<file path="src/rtl/irq_ctrl_pkg.sv">
package irq_ctrl_pkg;

  parameter int DATA_W = 32;
  parameter int ADDR_W = 2;
  parameter int SRC_LO = 1;
  parameter int SRC_HI = 29;
  parameter int IDX_W  = $clog2(SRC_HI + 1);

  // summary positions in the cause view
  parameter int SUM_ALL_POS = 0;
  parameter int SUM_A_POS   = 30;
  parameter int SUM_B_POS   = 31;

  parameter logic [ADDR_W-1:0] ADDR_CAUSE = ADDR_W'(0);
  parameter logic [ADDR_W-1:0] ADDR_MASK  = ADDR_W'(1);

  function automatic logic [DATA_W-1:0] bitRange(int hi, int lo);
    logic [DATA_W-1:0] r;
    r = '0;
    for (int i = 0; i < DATA_W; i++) begin
      if (i >= lo && i <= hi) r[i] = 1'b1;
    end
    return r;
  endfunction

  parameter logic [DATA_W-1:0] SRC_FIELD = bitRange(SRC_HI, SRC_LO);
  // group feeding summary position 30: upper four sources plus the low twenty
  parameter logic [DATA_W-1:0] GRP_A = bitRange(29, 26) | bitRange(20, 1);
  // group feeding summary position 31: sources 25 down to 1
  parameter logic [DATA_W-1:0] GRP_B = bitRange(25, 1);

  typedef enum logic [1:0] {
    RD_NONE  = 2'd0,
    RD_CAUSE = 2'd1,
    RD_MASK  = 2'd2
  } rd_sel_e;

  typedef struct packed {
    logic    causeWr;
    logic    maskWr;
    rd_sel_e rdSel;
  } strobe_t;

endpackage

</file>
<file path="src/rtl/irq_ctrl_prienc.sv">
module irq_ctrl_prienc
  import irq_ctrl_pkg::*;
#(
  parameter int LO = SRC_LO,
  parameter int HI = SRC_HI,
  parameter int IW = IDX_W
) (
  input  logic [HI:LO]  pend,
  output logic          valid,
  output logic [IW-1:0] idx
);

  // scan from the top down so the lowest set index is the last one written
  always_comb begin
    valid = 1'b0;
    idx   = '0;
    for (int i = HI; i >= LO; i--) begin
      if (pend[i]) begin
        valid = 1'b1;
        idx   = IW'(i);
      end
    end
  end

endmodule

</file>
<file path="src/rtl/irq_ctrl_ctrl.sv">
module irq_ctrl_ctrl
  import irq_ctrl_pkg::*;
(
  input  logic [ADDR_W-1:0] regAddr,
  input  logic              regWrEn,
  output strobe_t           strobe
);

  always_comb begin
    strobe.causeWr = 1'b0;
    strobe.maskWr  = 1'b0;
    strobe.rdSel   = RD_NONE;
    case (regAddr)
      ADDR_CAUSE: begin
        strobe.causeWr = regWrEn;
        strobe.rdSel   = RD_CAUSE;
      end
      ADDR_MASK: begin
        strobe.maskWr = regWrEn;
        strobe.rdSel  = RD_MASK;
      end
      default: ;
    endcase
  end

endmodule

</file>
<file path="src/rtl/irq_ctrl_data.sv">
module irq_ctrl_data
  import irq_ctrl_pkg::*;
(
  input  logic              clk,
  input  logic              rstN,
  input  logic [SRC_HI:SRC_LO] srcIn,
  input  logic [DATA_W-1:0] wrData,
  input  strobe_t           strobe,
  output logic [DATA_W-1:0] rdData,
  output logic              cpuIrq,
  output logic              vecValid,
  output logic [IDX_W-1:0]  vecIndex
);

  logic [DATA_W-1:0] causeReg, maskReg;
  logic [DATA_W-1:0] causeNext, maskNext;
  logic [DATA_W-1:0] srcWide, keepBits, causeView;
  logic [SRC_HI:SRC_LO] pend;

  always_comb begin
    srcWide = '0;
    srcWide[SRC_HI:SRC_LO] = srcIn;
  end

  // a 1 in write data keeps the bit, a 0 clears it; sources override
  assign keepBits  = strobe.causeWr ? wrData : '1;
  assign causeNext = ((causeReg & keepBits) | srcWide) & SRC_FIELD;
  assign maskNext  = strobe.maskWr ? (wrData & SRC_FIELD) : maskReg;

  always_ff @(posedge clk) begin
    if (!rstN) begin
      causeReg <= '0;
      maskReg  <= '0;
    end else begin
      causeReg <= causeNext;
      maskReg  <= maskNext;
    end
  end

  always_comb begin
    causeView = causeReg;
    causeView[SUM_ALL_POS] = |(causeReg & SRC_FIELD);
    causeView[SUM_A_POS]   = |(causeReg & GRP_A);
    causeView[SUM_B_POS]   = |(causeReg & GRP_B);
  end

  always_comb begin
    case (strobe.rdSel)
      RD_CAUSE: rdData = causeView;
      RD_MASK:  rdData = maskReg;
      default:  rdData = '0;
    endcase
  end

  assign pend   = causeReg[SRC_HI:SRC_LO] & maskReg[SRC_HI:SRC_LO];
  assign cpuIrq = |pend;

  irq_ctrl_prienc #(.LO(SRC_LO), .HI(SRC_HI), .IW(IDX_W)) u_prienc (
    .pend  (pend),
    .valid (vecValid),
    .idx   (vecIndex)
  );

  // ---------------------------------------------------------------
  logic [DATA_W-1:0] pendChk;
  assign pendChk = causeReg & maskReg;

  a_r1_reset_clear: assert property (@(posedge clk) disable iff (!rstN)
    $rose(rstN) |-> (causeReg == '0 && maskReg == '0));

  a_r2_source_latched: assert property (@(posedge clk) disable iff (!rstN)
    (srcWide != '0) |=> ((causeReg & $past(srcWide)) == $past(srcWide)));

  a_r3_zero_clears: assert property (@(posedge clk) disable iff (!rstN)
    strobe.causeWr |=> ((causeReg & ~$past(srcWide) & ~$past(wrData)) == '0));

  a_r3_no_spurious_set: assert property (@(posedge clk) disable iff (!rstN)
    ((causeReg & ~$past(causeReg) & ~$past(srcWide)) == '0));

  a_r7_mask_holds: assert property (@(posedge clk) disable iff (!rstN)
    !strobe.maskWr |=> $stable(maskReg));

  a_r8_irq_matches_vector: assert property (@(posedge clk) disable iff (!rstN)
    cpuIrq == vecValid);

  a_r9_winner_pending: assert property (@(posedge clk) disable iff (!rstN)
    vecValid |-> pendChk[vecIndex]);

  a_r9_winner_lowest: assert property (@(posedge clk) disable iff (!rstN)
    vecValid |-> ((pendChk & ((DATA_W'(1) << vecIndex) - DATA_W'(1))) == '0));

endmodule

</file>
<file path="src/rtl/irq_cause_ctrl.sv">
module irq_cause_ctrl
  import irq_ctrl_pkg::*;
(
  input  logic                 clk,
  input  logic                 rstN,
  input  logic [SRC_HI:SRC_LO] srcIn,
  input  logic [ADDR_W-1:0]    regAddr,
  input  logic                 regWrEn,
  input  logic [DATA_W-1:0]    regWrData,
  output logic [DATA_W-1:0]    regRdData,
  output logic                 cpuIrq,
  output logic                 vecValid,
  output logic [IDX_W-1:0]     vecIndex
);

  strobe_t strobe;

  irq_ctrl_ctrl u_ctrl (
    .regAddr (regAddr),
    .regWrEn (regWrEn),
    .strobe  (strobe)
  );

  irq_ctrl_data u_data (
    .clk      (clk),
    .rstN     (rstN),
    .srcIn    (srcIn),
    .wrData   (regWrData),
    .strobe   (strobe),
    .rdData   (regRdData),
    .cpuIrq   (cpuIrq),
    .vecValid (vecValid),
    .vecIndex (vecIndex)
  );

endmodule

</file>
<file path="config.mk">
export PLATFORM = sky130hd
export DESIGN_NAME = irq_cause_ctrl
export DESIGN_NICKNAME = d
export VERILOG_FILES = /design/src/rtl/irq_ctrl_pkg.sv /design/src/rtl/irq_ctrl_prienc.sv /design/src/rtl/irq_ctrl_ctrl.sv /design/src/rtl/irq_ctrl_data.sv /design/src/rtl/irq_cause_ctrl.sv
export SDC_FILE = /design/constraint.sdc
export NUM_CORES = 1
export LEC_CHECK = 0
export ABC_AREA = 1
export BUFFER_PORTS_ARGS = -buffer_cell sky130_fd_sc_hd__buf_2
export CORE_MARGIN = 2
export CORE_UTILIZATION = 40
export CTS_BUF_LIST = sky130_fd_sc_hd__clkbuf_8
export DETAILED_ROUTE_END_ITERATION = 10
export GPL_ROUTABILITY_DRIVEN = 0
export PLACE_DENSITY = 0.78
export SLEW_MARGIN = 20
export SYNTH_ARGS = -nofsm -noshare
export SYNTH_HDL_FRONTEND = slang
export SYNTH_SLANG_ARGS = --single-unit
</file>
<file path="constraint.sdc">
create_clock -name clk -period 2.9 [get_ports clk]
set_clock_uncertainty 0.1 [all_clocks]
set_input_delay 0.58 -clock clk [delete_from_list [all_inputs] [get_ports clk]]
set_output_delay 0.58 -clock clk [all_outputs]
set_load 0.01 [all_outputs]
</file>
==> results of run 1 <==
## critical path: cells and delay by family, from the launching register on
kind | cells | cell delay [ns]
and+or+nand+nor | 29 | 1.40
buffers and inverters | 2 | 0.17
DFF | 1 | 0.33
## per-layer routing
metal	track usage [%]	share of wire, %	vias up
met2	35.1	46	100
met3	4.34	6.5	12
met1	25.3	45	1388
li1	-	-	1629
met5	0	0	-
met4	10.3	1.7	0
## power by group
part | leakage (uW) | switching (uW) | internal, uW
Sequential | 0.000482 | 43.9 | 849
Clock | 0.000105 | 303 | 406
Combinational | 0.00136 | 207 | 141
Total | 0.00195 | 554 | 1400
## area by class of cell
| type | count | area, sq um | share of cell area [%] |
|---|---|---|---|
| Clock buffer | 10 | 138 | 3.73 |
| Clock inverter | 5 | 47.5 | 1.29 |
| Inverter | 77 | 289 | 7.83 |
| Multi-Input combinational cell | 287 | 1370 | 37.1 |
| Sequential cell | 58 | 1170 | 31.6 |
| Tap cell | 99 | 124 | 3.35 |
| Timing Repair Buffer | 108 | 558 | 15.1 |
## cell usage in the layout, fill, tap and decap left out, types with 3 or more instances in the layout
master and count:
nand2_2 5, a21oi_1 61, inv_1 77, o21ai_0 75, clkbuf_8 10, o21ai_1 3, nor2_1 19, nand4_1 3
nor4_1 4, dfxtp_1 53, dfxtp_2 5, buf_2 101, nand2_1 92, nand2_4 6, nor3_1 4, o22ai_1 10
buf_4 7
## how the worst min path moves through the flow
stage,start,end,slack (ns),depth (start not counted)
6_report,u_data.maskReg[7],u_data.maskReg[7],0.37,2
5_1_grt,srcIn[12],u_data.causeReg[12],0.37,3
4_1_cts,srcIn[29],u_data.causeReg[29],0.36,3
3_5_place_dp,u_data.maskReg[8],u_data.maskReg[8],0.36,2
3_3_place_gp,u_data.maskReg[12],u_data.maskReg[12],0.35,2
2_1_floorplan,u_data.maskReg[28],u_data.maskReg[28],0.34,2
## what timing repair did
action / CTS / global route
cloned: 0 / 0
pin swaps: 1 / 0
setup buffers: 3 / 0
resized for setup: 6 / 2
endpoints found under the setup margin: 1 / 1
## through the flow
step / std cells / instance area, sq um / power (uW) / setup WS [ns] / setup TNS (ns)
after floorplan: 443 / 2890 / 1110 / 0.560 / 0
after CTS: 644 / 3690 / 1960 / -0.0408 / -0.0408
after global routing: 644 / 3690 / 2050 / -0.350 / -0.350
final: 644 / 3690 / 1950 / -0.0159 / -0.0159
after global placement: 626 / 3470 / 1240 / 0.265 / 0
after detailed placement: 626 / 3470 / 1250 / 0.269 / 0
## cell usage after synthesis
| master | number | area, sq um |
|---|---|---|
| nor4_1 | 4 | 25.0 |
| a21boi_0 | 1 | 7.51 |
| nand2_4 | 6 | 67.6 |
| o21a_1 | 1 | 7.51 |
| o21ai_1 | 3 | 15.0 |
| clkbuf_1 | 21 | 78.8 |
| inv_2 | 1 | 3.75 |
| a31oi_1 | 1 | 6.26 |
| dfxtp_1 | 58 | 1160 |
| nand2_2 | 3 | 18.8 |
| inv_1 | 76 | 285 |
| nand3_1 | 2 | 10.0 |
| nor2_1 | 19 | 71.3 |
| o21ai_0 | 75 | 375 |
| nor3_1 | 4 | 20.0 |
| a21oi_1 | 61 | 305 |
| nand2_1 | 94 | 353 |
| nand4_1 | 3 | 18.8 |
| o22ai_1 | 10 | 62.6 |
## logic make-up after synthesis
kind of cell	after synthesis
AO/OA/AOI/OAI	152
AND/OR/NAND/NOR	135
buffers and inverters	98
flip-flops	58
## sequential cells by signal, summed over array words and instances (netlist names)
| signal | cells |
|---|---|
| u_data.maskReg | 29 |
| u_data.causeReg | 29 |
==> metrics.md, run 1 <==
| Metric | Value |
|---|---|
| Status | `finished with violations` |
| Failing checks | `setup timing` |
| Most used cell, CP | `nand2_1` |
| Post-synthesis mux area share | `0%` |
| Synth warnings | `0` |
| Nets | `607` |
| Die W | `89.0 um` |
| Relative slew slack | `28.1%` |
| Worst IR drop on VDD | `0.275 mV` |
| ANT cells | `0` |
| Critical path class | `register to output pin` |
| Post-Syn Area | `2890 sq um` |
| Starting density of the core | `40.5%` |
| CP max-delay cell | `dfxtp_2` |
| Worst-Margin Slew | `1.08 ns` |
| Largest family of logic cells by synthesized area | `compound AO/OA/AOI/OAI gates` |
| H-tree depth | `3` |
| FF-to-FF Start | `u_data.causeReg[28]` |
| FILL cells | `756` |
| Root Buffer | `clkbuf_8` |
| Pin count of the biggest net entering global routing | `59` |
| Yosys cell types | `19` |
| Die area | `7930 sq um` |
| CTS Buf Count | `9` |
| Worst skew pair latency | `0.33 ns` |
| Reg clk slew, reported paths | `0.06 ns` |
| GRT overflow | `0` |
| Drt drc | `0` |
| Setup Viol. Count Final | `1` |
| Required @ worst endpoint | `2.22 ns` |
| IO buf count | `101` |
| Yosys reg bits | `58` |
| Register area share after synthesis | `40.1%` |
| CP endpoint kind | `output pin` |
| Leak pwr | `0.00195 uW` |
| Synth Area in Compound Gates | `26.9%` |
| Syn_nets | `509` |
| DPL Wire Length | `5.68 mm` |
| Reg2reg end | `u_data.causeReg[28]` |
| DR vias | `3129` |
| Area Growth Syn to Fin | `27.6%` |
| Initial DRC count | `144` |
| Vias/cell | `4.86` |
| CTS tree | `yes` |
| Max Slew Vio Count | `0` |
| Final WS setup | `-0.0159 ns` |
| Worst setup path end | `vecIndex[0]` |
| CTS max path bufs | `2` |
| R2r worst-path depth | `3` |
| First-pass GRT wire length | `12.9 mm` |
| Max Cap Viol | `0` |
| CP Launch Point | `u_data.maskReg[29]` |
| Unrepaired setup endpoints after global routing | `true` |
| Critical Path Source Type | `register` |
| Post-CTS Hold Buffers | `0` |
| Antenna violations before repair | `0` |
| I/O pin cnt | `105` |
| Slowest Stage Delay on Critical Path | `0.33 ns` |
| Wire per inst | `12.4 um` |
| Pre-antenna DRT Iters | `4` |
| Detail Route Antenna Nets | `0` |
| Crit path time final | `2.92 ns` |
| Final wirelength | `7.98 mm` |
| Fmax | `0.343 GHz` |
| CORE AREA | `7140 sq um` |
| Power Density | `528 nW/um^2` |
| Number of global-route vias before repair | `2975` |
| Util after Layout | `51.7%` |
| CP Data Arrival Time | `2.24 ns` |
| Adder-cell share of the synthesized area | `0%` |
| Tot GR Track Use | `20.8%` |
| Synth Area in XOR/XNOR | `0%` |
| Share of cells above drive strength 1 | `25.5%` |
| Hold WC Path Type | `register to register` |
| CTS sink cnt | `58` |
| Die H | `89.0 um` |
| Post-synthesis simple-gate area fraction | `20.2%` |
| Final period util | `101%` |
| Worst hold margin | `0.367 ns` |
| Largest fanout on the critical path | `2` |
| Syn Area/Cell | `6.53 sq um` |
| Mapped Cells | `443` |
| Hold Violations, Final | `0` |
| Reg2reg setup slack | `2.03 ns` |
| Rows | `31` |
(Power assumes the default switching activity.)
==> inputs of run 2 (changes only) <==
==> constraint.sdc (replaced) <==
create_clock -name clk -period 2.9 [get_ports clk]
set_clock_uncertainty 0.1 [all_clocks]
set_input_delay 0.58 -clock clk [delete_from_list [all_inputs] [get_ports clk]]
set_output_delay 0.58 -clock clk [all_outputs]
set_load 0.1 [all_outputs]
==> run 2 against run 1 <==
  * The flow still finishes with violations (setup timing)
  * Critical path depth is the same
  * Maximum frequency shrank 3.3%
  * Combinational power grew 130%
  * Sequential share of layout area shrank 4.1 points
  * Register-to-register slack lost 0.03 ns
  * Largest cell class unchanged
==> metrics.md, run 2 (same netlist as run 1, synthesis figures left out) <==
| Metric | Value |
|---|---|
| CP Data Arrival Time | `2.34 ns (+0.10 ns)` |
| Post-CTS Hold Buffers | `0 (unchanged)` |
| Final WS setup | `-0.116 ns (-0.100 ns)` |
| Power Density | `535 nW/um^2 (+1.2%)` |
| Most frequent cells in the layout | `nand2_1 (91), inv_1 (77), buf_2 (67)` |
| GR Layer Usage met2 | `36.1% (+1.0 points)` |
| CORE AREA | `7140 sq um (unchanged)` |
| GRT overflow | `0 (unchanged)` |
| Worst-Margin Slew | `0.750 ns (-0.327 ns)` |
| CP Launch Point | `u_data.causeReg[29]` |
| Die W | `89.0 um (unchanged)` |
| CTS max path bufs | `2 (unchanged)` |
| DPL Wire Length | `6.09 mm (+7.2%)` |
| ANT cells | `0 (unchanged)` |
| GRT met1 Usage | `27.2% (+1.9 points)` |
| DR vias | `3198 (+2.2%)` |
| CTS tree | `yes` |
| CP max-delay cell | `dfxtp_2` |
| Pin count of the biggest net entering global routing | `59 (unchanged)` |
| First-pass GRT wire length | `13.3 mm (+3.6%)` |
| Die area | `7930 sq um (unchanged)` |
| Global routing's busiest layer | `met2` |
| HP Start | `u_data.maskReg[13]` |
| Pre-antenna DRT Iters | `5 (+1)` |
| Critical path class | `register to output pin` |
| Share of cells above drive strength 1 | `30.0% (+4.5 points)` |
| Status | `finished with violations` |
| Leak pwr | `0.00209 uW (+7.1%)` |
| Final wirelength | `8.32 mm (+4.4%)` |
| Hold Violations, Final | `0 (unchanged)` |
| Antenna violations before repair | `0 (unchanged)` |
| Crit path time final | `3.02 ns (+0.100 ns)` |
| Max Cap Viol | `0 (unchanged)` |
| Failing checks | `setup timing` |
| IO buf count | `101 (unchanged)` |
| Fmax | `0.332 GHz (-3.3%)` |
| GR Layer Usage met3 | `6.09% (+1.8 points)` |
| Unrepaired setup endpoints after global routing | `true` |
| Initial DRC count | `224 (+56%)` |
| Critical Path Source Type | `register` |
| Die H | `89.0 um (unchanged)` |
| Slowest Stage Delay on Critical Path | `0.34 ns (about the same)` |
| H-tree depth | `3 (unchanged)` |
| Total Power | `2280 uW (+17%)` |
| Hold WC Path Type | `register to register` |
| Util after Layout | `59.6% (+7.9 points)` |
| Most common cell after layout, fill and taps aside | `nand2_1` |
| Largest fanout on the critical path | `2 (unchanged)` |
| Detail Route Antenna Nets | `0 (unchanged)` |
| Setup Viol. Count Final | `1 (unchanged)` |
| Final period util | `104% (+3.4 points)` |
| Drt drc | `0 (unchanged)` |
| Worst IR drop on VDD | `0.255 mV (-7.4%)` |
| CTS sink cnt | `58 (unchanged)` |
| FILL cells | `642 (-15%)` |
| Nets | `609 (+0.33%)` |
| Vias/cell | `4.95 (+1.9%)` |
| Root Buffer | `clkbuf_8` |
| Starting density of the core | `40.5% (unchanged)` |
| Setup TNS | `-0.116 ns (-0.100 ns)` |
| Max Slew Vio Count | `0 (unchanged)` |
| Wire per inst | `12.9 um (+4.0%)` |
| CP top delay family | `simple AND/OR/NAND/NOR gates` |
| Area Growth Syn to Fin | `47.1%` |
| Reg clk slew, reported paths | `0.06 ns (about the same)` |
| CTS Buf Count | `9 (unchanged)` |
| CP endpoint kind | `output pin` |
| Number of global-route vias before repair | `2978 (+0.10%)` |
| Rows | `31 (unchanged)` |
| FF-to-FF Start | `u_data.causeReg[23]` |
| Worst skew pair latency | `0.33 ns (about the same)` |
| Largest regs | `u_data.causeReg x29, u_data.maskReg x29` |
| Most used cell, CP | `nand2_1` |
| Required @ worst endpoint | `2.22 ns (about the same)` |
| I/O pin cnt | `105 (unchanged)` |
| Tot GR Track Use | `21.9% (+1.0 points)` |
| CP Buf/Inv Count | `2 (unchanged)` |
| Worst hold margin | `0.373 ns (+0.00647 ns)` |
| Relative slew slack | `50.0% (+22 points)` |
-- run 2: cell types whose count changed in the layout (fill, tap and decap cells not counted), sizes merged --
cell	delta
buf	+2
clkinv	+2
clkbuf	-1
bufinv	-1
-- run 2: cell type report --
| type | instances | area (sq um) | share of cell area (%) |
|---|---|---|---|
| Clock inverter | 6 | 27.5 | 0.647 |
| Sequential cell | 58 | 1170 | 27.5 |
| Multi-Input combinational cell | 287 | 1450 | 34.0 |
| Timing Repair Buffer | 110 | 1070 | 25.2 |
| Clock buffer | 9 | 124 | 2.91 |
| Inverter | 77 | 289 | 6.79 |
| Tap cell | 99 | 124 | 2.91 |
-- run 2: layer usage --
layer | wire length (um) | share of wire (%) | vias up
li1 | - | - | 1627
met1 | 3570 | 43 | 1442
met2 | 4100 | 49 | 120
met3 | 550 | 6.6 | 9
met4 | 98 | 1.2 | 0
met5 | 0 | 0 | -
-- run 2: timing repair --
item | CTS | global route
setup endpoints to repair | 2 | 2
buffers inserted | 3 | 0
hold endpoints to repair | 0 | 0
pin swaps | 1 | 4
resized for setup | 6 | 8
-- run 2: power by group --
part	internal, uW	leakage (uW)	switching [uW]	total (uW)
clock	292	0.0000910	299	591
combinational	234	0.00152	557	791
sequential	850	0.000482	44.5	894
total	1380	0.00209	901	2280
-- run 2: path summary, 6_finish.rpt --
path                                       endpoint  slack [ns]  depth (start not counted)
worst max register to register  u_data.causeReg[23]        2.00                          2
worst min-delay path             u_data.maskReg[13]        0.37                          2
worst max-delay path                    vecIndex[0]       -0.12                         31
worst min register to register   u_data.maskReg[13]        0.37                          2
-- run 2: worst register-to-register path: stages, from the launching register on --
cell and delay [ns]:
dfxtp_1 0.42, o21ai_0 0.12, a21oi_1 0.18
-- run 2: through the flow --
stage / cells / area [sq um] / setup WS [ns]
3_3_place_gp: 628 / 4060 / 0.163
5_1_grt: 646 / 4260 / -0.462
6_report: 646 / 4260 / -0.116
2_1_floorplan: 443 / 2970 / -0.524
4_1_cts: 646 / 4240 / -0.126
3_5_place_dp: 628 / 4060 / 0.143
==> inputs of run 3 (changes only) <==
--- a/config.mk
+++ b/config.mk
@@ -7,7 +7,6 @@
 export LEC_CHECK = 0
 export ABC_AREA = 1
 export BUFFER_PORTS_ARGS = -buffer_cell sky130_fd_sc_hd__buf_2
-export CORE_MARGIN = 2
 export CORE_UTILIZATION = 40
 export CTS_BUF_LIST = sky130_fd_sc_hd__clkbuf_8
 export DETAILED_ROUTE_END_ITERATION = 10
==> constraint.sdc (replaced) <==
create_clock -name clk -period 2.9 [get_ports clk]
set_clock_uncertainty 0.1 [all_clocks]
set_input_delay 0.58 -clock clk [delete_from_list [all_inputs] [get_ports clk]]
set_output_delay 0.58 -clock clk [all_outputs]
set_load 0.005 [all_outputs]
==> run 3 against run 2 <==
  * The run still ends with setup timing left
  * Maximum frequency is 3.2% higher
  * Clock power is 29% higher
  * Worst hold slack worse by 0.0088 ns
  * Via count is 2.0% lower
  * Core utilization is 6.0 points lower
  * Critical endpoint unchanged
  * Sequential share of layout area is 4.0 points higher
  * Non-clock buffer count is 2 lower
  * Register-to-register slack better by 0.07 ns
==> metrics.md, run 3 (same netlist as run 1, synthesis figures left out) <==
| Metric | Value |
|---|---|
| Unrepaired setup endpoints after global routing | `true` |
| Worst hold margin | `0.364 ns (-0.00876 ns)` |
| Most frequent cells in the layout | `buf_2 (101), nand2_1 (93), inv_1 (76)` |
| CP max-delay cell | `dfxtp_2` |
| Share of cells above drive strength 1 | `25.7% (-4.3 points)` |
| Area Growth Syn to Fin | `28.1%` |
| Final WS setup | `-0.0224 ns (+0.0934 ns)` |
| Critical Path Source Type | `register` |
| Net Sw Frac | `27.1% (-12 points)` |
| DPL Wire Length | `5.68 mm (-6.7%)` |
| Pre-antenna DRT Iters | `4 (-1)` |
| GRT overflow | `0 (unchanged)` |
| Number of global-route vias before repair | `2877 (-3.4%)` |
| Die H | `87.0 um (-2.2%)` |
| First-pass GRT wire length | `12.9 mm (-3.4%)` |
| CTS tree | `yes` |
| Largest regs | `u_data.causeReg x29, u_data.maskReg x29` |
| Area of the multi-input gates | `1370 sq um (-5.6%)` |
| Net Sw Power | `538 uW (-40%)` |
| Final period util | `101% (-3.2 points)` |
| Int Pwr | `1450 uW (+5.2%)` |
| Crit path time final | `2.92 ns (-0.0934 ns)` |
| Rows | `30 (-3.2%)` |
| FF-to-FF Start | `u_data.causeReg[29]` |
| Relative slew slack | `39.2% (-11 points)` |
| Reg2reg setup slack | `2.07 ns (+0.07 ns)` |
| Wire per inst | `12.4 um (-3.4%)` |
| CP endpoint kind | `output pin` |
| Nets | `607 (-0.33%)` |
| Worst-Margin Slew | `0.911 ns (+0.161 ns)` |
| Total Power | `1980 uW (-13%)` |
| Required @ worst endpoint | `2.22 ns (about the same)` |
| Vias/cell | `4.89 (-1.2%)` |
| H-tree depth | `3 (unchanged)` |
| Most common cell after layout, fill and taps aside | `buf_2` |
| Hold Violations, Final | `0 (unchanged)` |
| IO buf count | `101 (unchanged)` |
| Leak pwr | `0.00196 uW (-6.4%)` |
| Placed Area | `3480 sq um (-14%)` |
| Combinational fraction of design power | `16.7% (-18 points)` |
| Most used cell, CP | `nand2_1` |
| Worst IR drop on VDD | `0.268 mV (+5.2%)` |
| CP Launch Point | `u_data.causeReg[29]` |
| CP Data Arrival Time | `2.24 ns (-0.10 ns)` |
| R2r worst-path depth | `3 (+1)` |
| Slowest Stage Delay on Critical Path | `0.33 ns (about the same)` |
| Critical path class | `register to output pin` |
| Worst skew pair latency | `0.34 ns (about the same)` |
| DR vias | `3134 (-2.0%)` |
| Max Cap Viol | `0 (unchanged)` |
| Tot GR Track Use | `22.1% (+0.23 points)` |
| Starting density of the core | `41.9% (+1.4 points)` |
| Setup Viol. Count Final | `1 (unchanged)` |
| Initial DRC count | `110 (-51%)` |
| Pin count of the biggest net entering global routing | `59 (unchanged)` |
| Status | `finished with violations` |
| ANT cells | `0 (unchanged)` |
| Largest fanout on the critical path | `2 (unchanged)` |
| Drt drc | `0 (unchanged)` |
| Proportion of power drawn by flip-flops and latches | `44.9% (+5.6 points)` |
| Die W | `87.0 um (-2.2%)` |
| Root Buffer | `clkbuf_8` |
| Reg2reg end | `u_data.causeReg[29]` |
| Failing checks | `setup timing` |
| Worst setup path end | `vecIndex[0]` |
| Clock network fraction of design power | `38.4% (+12 points)` |
| Power Density | `535 nW/um^2 (+0.16%)` |
| Hold WC Path Type | `input port to register` |
| Detail Route Antenna Nets | `0 (unchanged)` |
| Reg clk slew, reported paths | `0.06 ns (about the same)` |
| Die area | `7580 sq um (-4.4%)` |
| I/O pin cnt | `105 (unchanged)` |
| Max Slew Vio Count | `0 (unchanged)` |
| CTS sink cnt | `58 (unchanged)` |
| Final instance area | `3710 sq um (-13%)` |
| Antenna violations before repair | `0 (unchanged)` |
| Fmax | `0.342 GHz (+3.2%)` |
| CORE AREA | `6910 sq um (-3.2%)` |
| CTS Buf Count | `9 (unchanged)` |
| CTS max path bufs | `2 (unchanged)` |
| FILL cells | `716 (+12%)` |
| Final wirelength | `7.98 mm (-4.2%)` |
| Seq. cell area | `1170 sq um (-0.11%)` |
[run 3: cell types whose count changed in the layout (fill, tap and decap cells not counted), sizes merged]
cell / previous run / this run
buf: 110 / 108
clkinv: 4 / 1
clkbuf: 9 / 12
bufinv: 0 / 1
inv: 79 / 78
[run 3: layout make-up]
class | instances | area share [%]
inverters | 77 | 7.80
clock inverters | 3 | 1.05
flip-flops and latches | 58 | 31.5
repair buffers | 108 | 15.1
multi-input cells | 287 | 36.9
clock buffers | 12 | 4.46
well taps | 96 | 3.24
[run 3: timing repair]
| action | CTS | global route |
|---|---|---|
| setup endpoints to repair | 1 | 1 |
| setup buffers | 2 | 0 |
| pin swaps | 0 | 0 |
| resized for setup | 6 | 2 |
| hold buffers | 0 | 0 |
[run 3: worst max-delay path: cells and delay by family, from the launching register on]
kind,cells,cell delay (ns)
DFF,1,0.33
buffers and inverters,2,0.15
and+or+nand+nor,29,1.44
[run 3: metrics by stage]
stage          TNS (ns)  util [%]  setup WS (ns)  instances
6_report        -0.0224      53.7        -0.0224        641
5_1_grt          -0.333      53.7         -0.333        641
3_3_place_gp          0      50.3          0.274        624
3_5_place_dp          0      50.3          0.259        624
2_1_floorplan         0         -          0.592        443
4_1_cts         -0.0515      53.6        -0.0515        641
[run 3: how the worst min path moves through the flow]
stage                             startpoint                  end  slack [ns]  depth (start not counted)
final                              srcIn[27]  u_data.causeReg[27]        0.36                          3
after CTS                          srcIn[27]  u_data.causeReg[27]        0.36                          3
after detailed placement  u_data.maskReg[18]   u_data.maskReg[18]        0.36                          2
after global placement     u_data.maskReg[5]    u_data.maskReg[5]        0.35                          2
after global routing               srcIn[26]  u_data.causeReg[26]        0.36                          3
after floorplan           u_data.maskReg[28]   u_data.maskReg[28]        0.34                          2
[run 3: metal layers]
metal,track usage (%),vias to the layer above,wire length [um]
li1,-,1628,-
met1,27.3,1372,3620
met2,37.2,121,3750
met3,4.27,13,489
met4,9.85,0,117
met5,0,-,0
[run 3: power by group through the flow]
stage                     clock (uW)  sequential, uW  combinational, uW
after floorplan                    0             897                191
after global placement             0             905                320
after detailed placement           0             908                327
after CTS                        777             891                332
after global routing             815             899                379
final                            762             892                331
